[src/rtl/gpio_pkg.sv]
package gpio_pkg;

    localparam int GPIO_PINS  = 15;
    localparam int SYNC_DEPTH = 2;
    localparam int ADDR_W     = 2;

    typedef enum logic [ADDR_W-1:0] {
        SEL_FUNC = 2'd0,
        SEL_DIR  = 2'd1,
        SEL_DATA = 2'd2,
        SEL_NONE = 2'd3
    } reg_sel_e;

    function automatic logic pick_view(input logic dir_bit,
                                       input logic stored_bit,
                                       input logic level_bit);
        return dir_bit ? stored_bit : level_bit;
    endfunction

    function automatic logic pick_drive(input logic func_bit,
                                        input logic host_bit,
                                        input logic local_bit);
        return func_bit ? host_bit : local_bit;
    endfunction

endpackage

[src/rtl/gpio_regfile.sv]
module gpio_regfile
    import gpio_pkg::*;
#(
    parameter int N = GPIO_PINS
) (
    input  logic              clk,
    input  logic              rst,
    input  logic              we,
    input  logic [ADDR_W-1:0] addr,
    input  logic [N-1:0]      wdata,
    output logic [N-1:0]      func_q,
    output logic [N-1:0]      dir_q,
    output logic [N-1:0]      data_q
);

    reg_sel_e sel;
    assign sel = reg_sel_e'(addr);

    always_ff @(posedge clk) begin
        if (rst) begin
            func_q <= '0;
            dir_q  <= '0;
            data_q <= '0;
        end else if (we) begin
            case (sel)
                SEL_FUNC: func_q <= wdata;
                SEL_DIR:  dir_q  <= wdata;
                SEL_DATA: data_q <= wdata;
                default:  ;
            endcase
        end
    end

endmodule

[src/rtl/gpio_sync.sv]
module gpio_sync
    import gpio_pkg::*;
#(
    parameter int N      = GPIO_PINS,
    parameter int STAGES = SYNC_DEPTH
) (
    input  logic         clk,
    input  logic         rst,
    input  logic [N-1:0] din,
    output logic [N-1:0] dout
);

    logic [N-1:0] stg [STAGES];

    always_ff @(posedge clk) begin
        if (rst) begin
            for (int i = 0; i < STAGES; i++) stg[i] <= '0;
        end else begin
            stg[0] <= din;
            for (int i = 1; i < STAGES; i++) stg[i] <= stg[i-1];
        end
    end

    assign dout = stg[STAGES-1];

endmodule

[src/rtl/gpio_pinmux.sv]
module gpio_pinmux
    import gpio_pkg::*;
#(
    parameter int N = GPIO_PINS
) (
    input  logic [N-1:0] func_q,
    input  logic [N-1:0] dir_q,
    input  logic [N-1:0] data_q,
    input  logic [N-1:0] host_out,
    input  logic [N-1:0] host_oe,
    input  logic [N-1:0] level_sync,
    output logic [N-1:0] pin_out,
    output logic [N-1:0] pin_oe,
    output logic [N-1:0] data_view
);

    for (genvar g = 0; g < N; g++) begin : g_pin
        // Pad drive: the host function or the port registers
        assign pin_oe[g]    = pick_drive(func_q[g], host_oe[g],  dir_q[g]);
        assign pin_out[g]   = pick_drive(func_q[g], host_out[g], data_q[g]);
        // Readback: the direction bit decides in both function modes
        assign data_view[g] = pick_view(dir_q[g], data_q[g], level_sync[g]);
    end

endmodule

[src/rtl/gpio_port.sv]
module gpio_port
    import gpio_pkg::*;
#(
    parameter int N = GPIO_PINS
) (
    input  logic              clk,
    input  logic              rst,
    input  logic [ADDR_W-1:0] addr,
    input  logic              we,
    input  logic              re,
    input  logic [N-1:0]      wdata,
    output logic [N-1:0]      rdata,
    input  logic [N-1:0]      host_out,
    input  logic [N-1:0]      host_oe,
    input  logic [N-1:0]      pin_in,
    output logic [N-1:0]      pin_out,
    output logic [N-1:0]      pin_oe
);

    logic [N-1:0] func_q, dir_q, data_q;
    logic [N-1:0] level_sync, data_view;

    gpio_regfile #(.N(N)) u_regs (
        .clk(clk), .rst(rst), .we(we), .addr(addr), .wdata(wdata),
        .func_q(func_q), .dir_q(dir_q), .data_q(data_q)
    );

    gpio_sync #(.N(N), .STAGES(SYNC_DEPTH)) u_sync (
        .clk(clk), .rst(rst), .din(pin_in), .dout(level_sync)
    );

    gpio_pinmux #(.N(N)) u_mux (
        .func_q(func_q), .dir_q(dir_q), .data_q(data_q),
        .host_out(host_out), .host_oe(host_oe), .level_sync(level_sync),
        .pin_out(pin_out), .pin_oe(pin_oe), .data_view(data_view)
    );

    reg_sel_e rsel;
    assign rsel = reg_sel_e'(addr);

    always_ff @(posedge clk) begin
        if (rst) begin
            rdata <= '0;
        end else if (re) begin
            case (rsel)
                SEL_FUNC: rdata <= func_q;
                SEL_DIR:  rdata <= dir_q;
                SEL_DATA: rdata <= data_view;
                default:  rdata <= '0;
            endcase
        end
    end

endmodule

[config.mk]
export PLATFORM = sky130hd
export DESIGN_NAME = gpio_port
export DESIGN_NICKNAME = d
export VERILOG_FILES = /design/src/rtl/gpio_pkg.sv /design/src/rtl/gpio_regfile.sv /design/src/rtl/gpio_sync.sv /design/src/rtl/gpio_pinmux.sv /design/src/rtl/gpio_port.sv
export SDC_FILE = /design/constraint.sdc
export NUM_CORES = 1
export LEC_CHECK = 0
export BUFFER_PORTS_ARGS = -buffer_cell sky130_fd_sc_hd__clkbuf_2
export CAP_MARGIN = 40
export CELL_PAD_IN_SITES_DETAIL_PLACEMENT = 1
export CELL_PAD_IN_SITES_GLOBAL_PLACEMENT = 1
export CORE_MARGIN = 3
export CORE_UTILIZATION = 30
export CTS_CLUSTER_DIAMETER = 200
export DETAILED_ROUTE_END_ITERATION = 6
export PLACE_DENSITY = 0.67
export SYNTH_ARGS = -nofsm -noshare
export SYNTH_HDL_FRONTEND = slang
export SYNTH_SLANG_ARGS = --single-unit
[constraint.sdc]
create_clock -name clk -period 1.9 [get_ports clk]
set_clock_uncertainty 0.05 [all_clocks]
set_input_delay 0.095 -clock clk [delete_from_list [all_inputs] [get_ports clk]]
set_output_delay 0.095 -clock clk [all_outputs]
set_load 0.1 [all_outputs]
# [Word-level counts from Yosys, hierarchy flattened]
# Memories as Yosys holds them, arrays and structs flattened.
# Index checks and enable logic that the tools add are counted.
[op_classes] reduce_logical=4 bitwise_logic=2 mux=51 eq_ne=2
[ops] op="$mux 1" n=48
[ops] op="$pmux 15 s3" n=1
[ops] op="$mux 15" n=2
[ops] op="$reduce_and 2->1" n=3
[ops] op="$eq 2x1->1 const B" n=1
[ops] op="$eq 2x2->1 const B" n=1
[ops] op="$logic_not 2->1" n=1
[ops] op="$or 1x1->1" n=2
[word_totals] word_cells=64 register_bits=60 mem_count=1 ramBits=30 in_bits=66
[memory_table] memory="u_sync.stg" depth=2 width=15 read_ports=2 rd_clocked_by_memory_dff=0 write_ports=2 line="gpio_sync.sv:13" text="logic [N-1:0] stg [STAGES];"

# [Depth between registers and ports, before layout]
[logic_depth] ltp_word=3 mapped_depth=6 depth_no_buf=3

# [Cells and area by module]
# From an unflattened synthesis, not the netlist that was laid out.
[hier_totals] hier_cells=391 area_unflattened_um2=4423.0
[by_module_without_submodules] mod="gpio_regfile" seq_area_each_um2=900.9 area_per_inst_um2=1838.0 cells_each=167 instances=1
[by_module_without_submodules] mod="gpio_sync" seq_area_each_um2=600.6 area_per_inst_um2=994.7 cells_each=78 instances=1
[by_module_without_submodules] mod="gpio_port" seq_area_each_um2=300.3 area_per_inst_um2=959.7 cells_each=101 instances=1
[by_module_without_submodules] mod="gpio_pinmux" seq_area_each_um2=0.0 area_per_inst_um2=630.6 cells_each=45 instances=1

# [Least setup slack after synthesis]
# Ideal clock, no wire load.
[synth_path] path_kind="register to register" start="reg rdata[0] (netlist name)" end="reg rdata[0]" path_slack_ns=0.646 synth_period_minus_slack_ns=1.254 path_buffers=0 arrival_time_ns=1.125 required_time_ns=1.771 setup_ns=0.079 path_stages_with_launch=3 path_cell_list="dfxtp_1 > nand2_1 > o211ai_1"
[synth_lines] element="end signal, assigned" line="gpio_port.sv:46" text="SEL_FUNC: rdata <= func_q;"
[synth_lines] element="end signal, assigned" line="gpio_port.sv:47" text="SEL_DIR: rdata <= dir_q;"
[synth_lines] element="end signal, assigned" line="gpio_port.sv:48" text="SEL_DATA: rdata <= data_view;"
[synth_lines] element="end, declared" line="gpio_port.sv:12" text="output logic [N-1:0] rdata,"

# [Worst setup path in the final report]
[layout_path] start="reg u_regs.func_q[2]" end="out pin_oe[2]"
[layout_between] elab_chain_len=1
[layout_rtl] element="start, declared" line="gpio_regfile.sv:11" text="output logic [N-1:0] func_q,"
[layout_rtl] element="start signal, assigned" line="gpio_regfile.sv:26" text="SEL_FUNC: func_q <= wdata;"
[layout_rtl] element="$mux 1" line="gpio_pkg.sv:23" text="return func_bit ? host_bit : local_bit;"
[layout_rtl] element="end, declared" line="gpio_port.sv:17" text="output logic [N-1:0] pin_oe"
# Every way passes these cells.

==> flow_summary.ini <==
[floorplanning]
rows = 40
die_w_um = 117
io_pins = 111
fp.dieH_um = 117
initial_utilization_pct = 30.9
core_mm2 = 0.0121
fp.dieArea_mm2 = 0.0138

[cts]
clock_latency_ps = 340
clockBufferDepth = 2
postCtsResizedCells = 0
cts-root-buf = clkbuf_16
cts.sinks = 90
clk_pin_slew_ps = 70
numCtsBuffers = 9
cts_tree = done
cts.htree.levels = 3

[synth]
yosysMostFrequentCell = nand2_1
synth.distinct_cells = 20
syn_inst = 427
synth_fp_nets = 493
syn_avg_cell_area_um2 = 8.72
synth_edf_count = 0
yosysTopAreaCellShare_pct = 48.4
yosysTopAreaCell = dfxtp_1
synth-seq-area-share_pct = 48.4
ys_ff_latch = 90
yosys-top-cells-count = nand2_1, dfxtp_1, a21oi_1
netlist_area_mm2 = 0.00372
async_flop_share_pct = 0
yosys_warnings = 0
synth-main-ff-cell = dfxtp_1
synth.area.top_cells = dfxtp_1, nand2_1, mux2_2

[placement]
gp_congestion = 0.791
port_buffers = 110
place_hpwl_mm = 8.64

[worst_setup_path]
rr_worst_depth = 3
cp-end-kind = output pin
rr_endpoint = rdata[14]
worstReg2RegStart = u_regs.dir_q[14]
rrSetupSlack_ps = 780
cp.arrival_ps = 1500
crit_path_max_fanout = 4
cp-start-kind = flip-flop
crit_required_ps = 1750
path_class = flip-flop to output pin

[layout]
fin_util_pct = 41.9
drive_above_1_share_pct = 29.9
area_growth_pct = 35.8
antenna_cells = 0
fin_nets = 632

[routing]
drc_errors = 0
drt-vias-per-instance = 4.69
vias = 3469
wire_per_inst_um = 16.7
drtPass1Iterations = 4
wl_mm = 12.3
ant_nets = 0
drt_iter0_markers = 148

[outcome]
status = finished, final reports clean

[grt]
grt_pass1_vias = 3664
grt_first_pass_wirelength_mm = 19.5
antenna_found_initial = 0
grt_usage_pct = 17.9
grt_max_degree = 37
grt_overflow = 0

[power_and_ir_drop]
peakVddDrop_mv = 0.452
finalPower_w = 0.00447
power_density_mw_per_mm2 = 883
power.leakage_nw = 2.13

[worst_hold_path]
hold_path_class = input port to flip-flop
hold_depth = 2
min_from = rst
whs_endpoint = u_regs.dir_q[3]

[timing]
setup_viol = 0
final.setup.tns_ps = 0
hold_viol = 0
rsz0062_at_grt = false
period_needed_ps = 1640
final_max_slew_viol_count = 0
max_freq_ghz = 0.610
worst-slew-pin-transition_ps = 673
max-slew-margin-rel_pct = 55.1
fin_crit_sh_pct = 86.3

[job]
maxCapViolCount = 0
==> registers in the layout, summed over array words and instances (netlist names) <==
| name | flops |
|---|---|
| rdata | 15 |
| u_regs.data_q | 15 |
| u_regs.dir_q | 15 |
| u_regs.func_q | 15 |
| u_sync.stg | 30 |
==> layer usage <==
| layer | up-vias | GRT usage (%) | share of wire, % |
|---|---|---|---|
| met5 | - | 0 | 0 |
| met4 | 0 | 5.94 | 1.4 |
| met3 | 14 | 3.33 | 3.1 |
| met2 | 70 | 32.6 | 52 |
| met1 | 1683 | 21.3 | 44 |
| li1 | 1702 | - | - |
==> cell usage in the layout (no fill, tap or decap), drive strengths merged <==
cell type    count
bufinv           1
or3b             1
clkinv           3
dlygate4sd3     30
mux2            30
dfxtp           90
buf             14
inv              1
a21oi           60
and2b            1
nor3b            2
and3b           17
clkbuf         121
nor2b           47
o211ai          15
nor2             1
o21ai           15
nand3b           2
nand2          120
==> worst max-delay path: stages (launching register included) <==
cell	delay, ps
dfxtp_1	420
mux2_2	360
clkbuf_2	370
==> worst max path at each step <==
stage                                 from           endpoint  slack (ps)  cells after the start
after floorplan                   rdata[0]           rdata[0]         650                      2
after global placement             addr[1]  u_regs.func_q[12]         480                      4
after detailed placement           addr[1]  u_regs.func_q[10]         450                      4
after CTS                 u_regs.func_q[2]          pin_oe[2]         250                      2
after global routing      u_regs.func_q[4]         pin_out[4]         220                      2
final                     u_regs.func_q[2]          pin_oe[2]         260                      2
==> stage by stage <==
stage          setup WS, ps  area, µm²  cells  hold WS, ps
2_1_floorplan           646       3720    427          173
3_3_place_gp            481       4470    693          255
3_5_place_dp            447       4470    693          264
4_1_cts                 253       5050    739         36.3
5_1_grt                 222       5050    739         67.8
6_report                260       5050    739         58.2
==> report_power, final <==
part           total (W)  internal, W  switching [W]
Clock            0.00177      0.00102       0.000748
Combinational   0.000700     0.000217       0.000483
Sequential       0.00200      0.00195      0.0000454
==> layout make-up <==
cell class | instances | area [µm²]
Clock buffer | 11 | 233
Clock inverter | 5 | 53.8
Fill cell | 1458 | 7010
Multi-Input combinational cell | 311 | 1790
Sequential cell | 90 | 1800
Tap cell | 168 | 210
Timing Repair Buffer | 154 | 968
==> logic make-up (layout without fill, tap and decap cells) <==
logic type,after synthesis,count (layout),synth area share [%]
and+or+nand+nor,191,191,25.8
DFF,90,90,48.4
muxes,30,30,9.07
buffers and inverters,26,170,3.60
AOI/OAI and AO/OA,90,90,13.1
==> timing repair <==
action,4_1_cts,5_1_grt
setup endpoints to repair,0,0
hold buffers,30,0
setup buffers,0,0
endpoints found under the hold margin,60,0
No activity file was read; power rests on OpenSTA's default activity.
